==> config.mk <==
export PLATFORM = sky130hd
export DESIGN_NAME = vec_irq_ctrl
export DESIGN_NICKNAME = d
export VERILOG_FILES = /design/src/rtl/vic_pkg.sv /design/src/rtl/vic_ext_latch.sv /design/src/rtl/vic_bank.sv /design/src/rtl/vic_prio_enc.sv /design/src/rtl/vec_irq_ctrl.sv
export SDC_FILE = /design/constraint.sdc
export NUM_CORES = 1
export LEC_CHECK = 0
export BUFFER_PORTS_ARGS = -buffer_cell sky130_fd_sc_hd__buf_2
export CORE_UTILIZATION = 53
export DETAILED_ROUTE_END_ITERATION = 6
export HOLD_SLACK_MARGIN = 0.1
export PLACE_DENSITY = 0.77
export REMOVE_ABC_BUFFERS = 1
export SLEW_MARGIN = 20
export SYNTH_ARGS = -nofsm -noshare
export SYNTH_HDL_FRONTEND = slang
export SYNTH_SLANG_ARGS = --single-unit
==> constraint.sdc <==
create_clock -name clk -period 2.3 [get_ports clk]
set_input_delay 0.46 -clock clk [delete_from_list [all_inputs] [get_ports clk]]
set_output_delay 0.46 -clock clk [all_outputs]
set_load 0.01 [all_outputs]
==> src/rtl/vic_pkg.sv <==
package vic_pkg;

    // Register byte offsets; software decodes these, so they are fixed.
    localparam logic [7:0] OFS_VECTOR  = 8'h00;
    localparam logic [7:0] OFS_PROTECT = 8'h08;
    localparam logic [7:0] OFS_EXTCTL  = 8'h0C;
    localparam logic [7:0] OFS_PEND    = 8'h10;
    localparam logic [7:0] OFS_ENABLE  = 8'h40;
    localparam logic [7:0] OFS_MASK    = 8'h50;

    typedef enum logic [1:0] {
        EXT_LOW  = 2'd0,
        EXT_HIGH = 2'd1,
        EXT_FALL = 2'd2,
        EXT_RISE = 2'd3
    } ext_mode_e;

    typedef enum logic [0:0] {
        EXT_IDLE = 1'b0,
        EXT_HELD = 1'b1
    } ext_state_e;

endpackage

==> src/rtl/vic_ext_latch.sv <==
module vic_ext_latch
    import vic_pkg::*;
(
    input  logic      clk,
    input  logic      rst_n,
    input  logic      src_i,
    input  ext_mode_e mode_i,
    input  logic      clr_i,
    output logic      pend_o
);

    ext_state_e state_q, state_d;
    logic       prev_q;
    logic       trig;

    // Trigger condition for the selected kind
    always_comb begin
        unique case (mode_i)
            EXT_LOW:  trig = ~src_i;
            EXT_HIGH: trig = src_i;
            EXT_FALL: trig = prev_q & ~src_i;
            EXT_RISE: trig = ~prev_q & src_i;
            default:  trig = 1'b0;
        endcase
    end

    // Next-state: ARM, KEEP, RELEASE
    always_comb begin
        state_d = state_q;
        unique case (state_q)
            EXT_IDLE: if (trig)            state_d = EXT_HELD;   // ARM
            EXT_HELD: if (clr_i && !trig)  state_d = EXT_IDLE;   // RELEASE, else KEEP
            default:                       state_d = EXT_IDLE;
        endcase
    end

    // State register
    always_ff @(posedge clk or negedge rst_n) begin
        if (!rst_n) begin
            state_q <= EXT_IDLE;
            prev_q  <= 1'b0;
        end else begin
            state_q <= state_d;
            prev_q  <= src_i;
        end
    end

    // Outputs
    always_comb begin
        pend_o = (state_q == EXT_HELD);
    end

    assert_keep_held_R8: assert property (@(posedge clk) disable iff (!rst_n)
        (state_q == EXT_HELD && !clr_i) |=> (state_q == EXT_HELD));

    assert_release_R8: assert property (@(posedge clk) disable iff (!rst_n)
        (state_q == EXT_HELD && clr_i && !trig) |=> (state_q == EXT_IDLE));

    assert_arm_rise_R7: assert property (@(posedge clk) disable iff (!rst_n)
        (mode_i == EXT_RISE && src_i && !prev_q) |=> pend_o);

endmodule

==> src/rtl/vic_bank.sv <==
module vic_bank #(
    parameter int BANK_W = 32
) (
    input  logic              clk,
    input  logic              rst_n,
    input  logic              en_we,
    input  logic              mk_we,
    input  logic [BANK_W-1:0] wdata,
    input  logic [BANK_W-1:0] pend_i,
    output logic [BANK_W-1:0] en_o,
    output logic [BANK_W-1:0] mk_o,
    output logic [BANK_W-1:0] act_o
);

    logic [BANK_W-1:0] en_q, mk_q;

    always_ff @(posedge clk or negedge rst_n) begin
        if (!rst_n) begin
            en_q <= '0;
            mk_q <= '0;
        end else begin
            if (en_we) en_q <= wdata;
            if (mk_we) mk_q <= wdata;
        end
    end

    always_comb begin
        en_o  = en_q;
        mk_o  = mk_q;
        act_o = pend_i & en_q & ~mk_q;
    end

endmodule

==> src/rtl/vic_prio_enc.sv <==
module vic_prio_enc #(
    parameter int NUM_SRC = 96,
    localparam int IDX_W  = $clog2(NUM_SRC)
) (
    input  logic [NUM_SRC-1:0] act_i,
    output logic [IDX_W-1:0]   idx_o,
    output logic               valid_o
);

    // Ascending scan: the last active source seen (highest number) wins.
    always_comb begin
        idx_o   = '0;
        valid_o = 1'b0;
        for (int i = 0; i < NUM_SRC; i++) begin
            if (act_i[i]) begin
                idx_o   = IDX_W'(i);
                valid_o = 1'b1;
            end
        end
    end

endmodule

==> src/rtl/vec_irq_ctrl.sv <==
module vec_irq_ctrl
    import vic_pkg::*;
#(
    parameter int NUM_BANKS = 3,
    parameter int BANK_W    = 32,
    parameter int ADDR_W    = 8
) (
    input  logic                        clk,
    input  logic                        rst_n,
    input  logic [ADDR_W-1:0]           bus_addr,
    input  logic                        bus_we,
    input  logic [BANK_W-1:0]           bus_wdata,
    output logic [BANK_W-1:0]           bus_rdata,
    input  logic [NUM_BANKS*BANK_W-1:0] irq_src,
    output logic                        irq_o
);

    localparam int NUM_SRC = NUM_BANKS * BANK_W;
    localparam int IDX_W   = $clog2(NUM_SRC);
    localparam int VEC_LSB = 2;

    logic [NUM_SRC-1:1] lvl_q;
    logic               ext_pend;
    logic [NUM_SRC-1:0] pend_all, en_all, mk_all, act_all;
    logic [IDX_W-1:0]   win_idx, vec_q;
    logic               win_valid, irq_q;
    logic               prot_q;
    ext_mode_e          ext_mode_q;
    logic               pend0_clr;

    // Level sources: one register stage
    always_ff @(posedge clk or negedge rst_n) begin
        if (!rst_n) lvl_q <= '0;
        else        lvl_q <= irq_src[NUM_SRC-1:1];
    end

    // Control words
    always_ff @(posedge clk or negedge rst_n) begin
        if (!rst_n) begin
            prot_q     <= 1'b0;
            ext_mode_q <= EXT_LOW;
        end else if (bus_we) begin
            if (bus_addr == ADDR_W'(OFS_PROTECT)) prot_q <= bus_wdata[0];
            if (bus_addr == ADDR_W'(OFS_EXTCTL))  ext_mode_q <= ext_mode_e'(bus_wdata[1:0]);
        end
    end

    assign pend0_clr = bus_we && (bus_addr == ADDR_W'(OFS_PEND)) && bus_wdata[0];

    vic_ext_latch u_ext (
        .clk    (clk),
        .rst_n  (rst_n),
        .src_i  (irq_src[0]),
        .mode_i (ext_mode_q),
        .clr_i  (pend0_clr),
        .pend_o (ext_pend)
    );

    assign pend_all = {lvl_q, ext_pend};

    for (genvar b = 0; b < NUM_BANKS; b++) begin : g_bank
        logic en_we, mk_we;
        assign en_we = bus_we && (bus_addr == ADDR_W'(OFS_ENABLE + 8'(4 * b)));
        assign mk_we = bus_we && (bus_addr == ADDR_W'(OFS_MASK + 8'(4 * b)));

        vic_bank #(.BANK_W(BANK_W)) u_bank (
            .clk    (clk),
            .rst_n  (rst_n),
            .en_we  (en_we),
            .mk_we  (mk_we),
            .wdata  (bus_wdata),
            .pend_i (pend_all[b*BANK_W +: BANK_W]),
            .en_o   (en_all[b*BANK_W +: BANK_W]),
            .mk_o   (mk_all[b*BANK_W +: BANK_W]),
            .act_o  (act_all[b*BANK_W +: BANK_W])
        );
    end

    vic_prio_enc #(.NUM_SRC(NUM_SRC)) u_prio (
        .act_i   (act_all),
        .idx_o   (win_idx),
        .valid_o (win_valid)
    );

    // Registered request and vector
    always_ff @(posedge clk or negedge rst_n) begin
        if (!rst_n) begin
            irq_q <= 1'b0;
            vec_q <= '0;
        end else begin
            irq_q <= win_valid;
            vec_q <= win_idx;
        end
    end

    assign irq_o = irq_q;

    // Read mux
    always_comb begin
        bus_rdata = '0;
        if (bus_addr == ADDR_W'(OFS_VECTOR))
            bus_rdata = BANK_W'({vec_q, {VEC_LSB{1'b0}}});
        else if (bus_addr == ADDR_W'(OFS_PROTECT))
            bus_rdata = BANK_W'(prot_q);
        else if (bus_addr == ADDR_W'(OFS_EXTCTL))
            bus_rdata = BANK_W'(ext_mode_q);
        for (int b = 0; b < NUM_BANKS; b++) begin
            if (bus_addr == ADDR_W'(OFS_PEND + 8'(4 * b)))
                bus_rdata = pend_all[b*BANK_W +: BANK_W];
            if (bus_addr == ADDR_W'(OFS_ENABLE + 8'(4 * b)))
                bus_rdata = en_all[b*BANK_W +: BANK_W];
            if (bus_addr == ADDR_W'(OFS_MASK + 8'(4 * b)))
                bus_rdata = mk_all[b*BANK_W +: BANK_W];
        end
    end

    assert_winner_top_R5: assert property (@(posedge clk) disable iff (!rst_n)
        win_valid |-> (act_all[win_idx] && ((act_all >> win_idx) == NUM_SRC'(1))));

    assert_idle_empty_R4: assert property (@(posedge clk) disable iff (!rst_n)
        !win_valid |-> (act_all == '0));

    assert_vector_irq_R6: assert property (@(posedge clk) disable iff (!rst_n)
        (vec_q != '0) |-> irq_q);

endmodule

==> summary.txt <==
Pwr
  • Worst IR Drop VDD: about 0.66 mV
  • Leakage: 9.21 nW
  • Cell Pwr Density: 672 nW/um2

Floorplanning
  • Top Ports: 172
  • Core area: between 20000 and 30000 um2
  • Die area: 26300 um2
  • Initial core utilization: a little over half
  • Row count: 58
  • Die span in y: 162 um
  • Chip width: 162 um

Placement
  • Port buffer count: 171
  • Routability cong.: 0.920
  • Detailed placement HPWL: 30000 um
  • Placed Area: 15900 um2

Setup path
  • Critical Path End Type: primary output
  • Reg2Reg Setup Slack: approximately 0.03 ns
  • Terminus of the critical flop-to-flop path: vec_q[0]$_DFF_PN0_
  • Crit Path Category: in2out
  • Worst reg2reg startpoint: lvl_q[5]$_DFF_PN0_
  • Arrival @ worst endpoint: 2.25 ns
  • CP max FO: 5
  • Setup crit start kind: input port
  • Worst EP required: 1.84 ns
  • Worst r2r path cells: 8
  • Crit path from: bus_addr[4]

Routing
  • Final ANT Viol Nets: 0
  • Routed WL: 47300 um
  • Initial DRT Pass Iterations: 7
  • DR WL/cell: between 20 and 25 um
  • Drt via density: 6.31
  • Iter 0 DRT Violations: 1279
  • Via count: around 12k
  • DRC: 10

Synth
  • Count of mapped cells out of synthesis: 1144
  • Synth warnings: 0
  • Sequential share of the synthesized area: 55.1%
  • Post-Syn Area: roughly 14000 um2
  • Post-synth ARST share: 100%
  • Prevailing post-synth register cell: dfrtp_1
  • Post-synth EDFFs: 0
  • Synth Register Bits: 300
  • Library cells used by synthesis: 61
  • Mean Syn Cell Area: 11.9 um2

Clocking
  • H-tree depth: 1
  • Clk buf depth: 3
  • Clk sinks: 300
  • Clock root cell: clkbuf_16
  • Clk_lat worst skew: 0.57 ns
  • Clock Pin Slew Worst Setup and Hold Paths: 0.07 ns
  • CTS tree: yes
  • CTS Buf Count: 31

Cells and area
  • Nets: 1690
  • Share of layout cells above drive strength 1: 39.9%
  • Final Cell Area: around 19000 um2
  • Most common cell after layout, fill and taps aside: dfrtp_1
  • Finished Core Util: 73.8%
  • Most frequent cells in the layout: dfrtp_1 (300), mux2_2 (194), buf_2 (164), buf_4 (122), nand2_1 (98)
  • Area Overhead vs Synth: 36.3%
  • # diodes: 0

Status
  • Failing checks: DRC, setup timing
  • Status: finished with violations

Timing
  • Unrepaired setup endpoints after global routing: true
  • Crit share post-route: 118%
  • Slew Limit Fails: 0
  • Max-slew headroom: 50.5%
  • # setup viols final: 32
  • Max Fclk: 368 MHz
  • Worst Setup Slack, final: -0.415 ns
  • Final min period: about 2.7 ns
  • Max Clock Skew: 0.0135 ns
  • Final number of hold-violating endpoints: 0
  • Worst slew pin tran: 0.735 ns
  • Hold_ws: roughly 0.21 ns

Global route
  • Gr usage total: 35.8%
  • Largest net degree at the start of global routing: 67
  • First-pass GRT wire length: 71300 um
  • Initial antenna violation count: 1
  • Gr ovfl total: 0
  • Vias in the first global route: 12.7k

Worst hold path
  • Hold Path Sink: g_bank[2].u_bank.en_o[22]$_DFFE_PN0P_
  • Hold depth: 2
  • Hold_sp: bus_wdata[22]
  • Hold crit path type: in2reg

Flow run
  • Max Cap Viol: 0
-- repair_timing --
item,CTS,global route
gates cloned,5,1
resized for setup,70,30
hold endpoints to repair,154,0
buffers inserted,7,8
pin swaps,55,24
hold buffers,97,0
setup endpoints to repair,35,36
-- critical path, cell delays in order --
cell and delay [ns]:
buf_2 0.14, nor4b_4 0.41, and2_4 0.28, buf_12 0.13, a22oi_1 0.08, a31oi_1 0.22, a211oi_1 0.08, nor2_1 0.12
a211oi_2 0.06, o21ai_1 0.13, buf_2 0.15
-- sequential cells by signal, indices dropped and copies added, names as in the netlist --
register,cells
vec_q,7
prot_q,1
g_bank.u_bank.en_o,96
u_ext.pend_o,1
u_ext.prev_q,1
irq_o,1
ext_mode_q,2
g_bank.u_bank.mk_o,96
lvl_q,95
-- worst max-delay path by stage --
stage                                      endpoint  slack (ns)  depth (start not counted)
2_1_floorplan  g_bank[1].u_bank.en_o[0]$_DFFE_PN0P_       -1.21                          5
3_3_place_gp                           bus_rdata[8]       -0.42                         11
3_5_place_dp                           bus_rdata[3]       -0.44                         12
4_1_cts                                bus_rdata[8]       -0.31                         12
5_1_grt                                bus_rdata[2]       -0.54                         12
6_report                               bus_rdata[2]       -0.41                         11
-- kinds of logic (layout without fill, tap and decap cells) --
| group | count (synthesis) | after routing | synth area share [%] |
|---|---|---|---|
| and+or+nand+nor | 351 | 351 | 13.7 |
| DFF | 300 | 300 | 55.1 |
| AOI/OAI and AO/OA | 236 | 236 | 12.7 |
| muxes | 195 | 195 | 16.1 |
| buffers and inverters | 60 | 491 | 2.20 |
| xor gates and xnor gates | 2 | 2 | 0.129 |
-- metal layers --
layer	global-route usage, %	vias to the layer above	wire length [um]
li1	-	5155	-
met1	45.3	5972	17700
met2	60.5	720	23200
met3	4.98	171	4120
met4	17.5	2	2210
met5	0	-	13
-- stage by stage --
stage          power, W  cells  setup slack (ns)  setup TNS (ns)
3_3_place_gp    0.00702   1732            -0.419          -22.90
4_1_cts          0.0124   1897            -0.307           -7.51
2_1_floorplan   0.00636   1092             -1.21         -166.68
3_5_place_dp    0.00705   1732            -0.444          -24.98
5_1_grt          0.0128   1905            -0.540          -11.11
6_report         0.0125   1905            -0.415           -8.76
-- synthesized netlist by cell type (18+ instances only) --
cell,instances,area share (%)
nor2_1,64,1.8
a21oi_1,18,0.66
mux2_2,194,16
a22oi_1,36,2.0
dfrtp_1,300,55
o21ai_0,55,2.0
a222oi_1,43,3.2
nand3b_1,65,3.6
nand2_1,99,2.7
nor3_1,18,0.66
a211oi_1,21,1.2
buf_2,20,0.73
nand3_1,37,1.4
-- final cells by class --
| type | count | area (um2) |
|---|---|---|
| Clock buffer | 39 | 856 |
| Clock inverter | 18 | 205 |
| Fill cell | 1594 | 6610 |
| Inverter | 8 | 30.0 |
| Multi-Input combinational cell | 784 | 6090 |
| Sequential cell | 300 | 7510 |
| Tap cell | 330 | 413 |
| Timing Repair Buffer | 426 | 3480 |
-- power breakdown --
group          leakage, nW  total, W  internal [W]  switching (W)
combinational         4.78   0.00143      0.000711       0.000716
clock                0.523   0.00522       0.00308        0.00215
sequential            3.91   0.00583       0.00559       0.000235
Power figures use the tool's default switching activity.
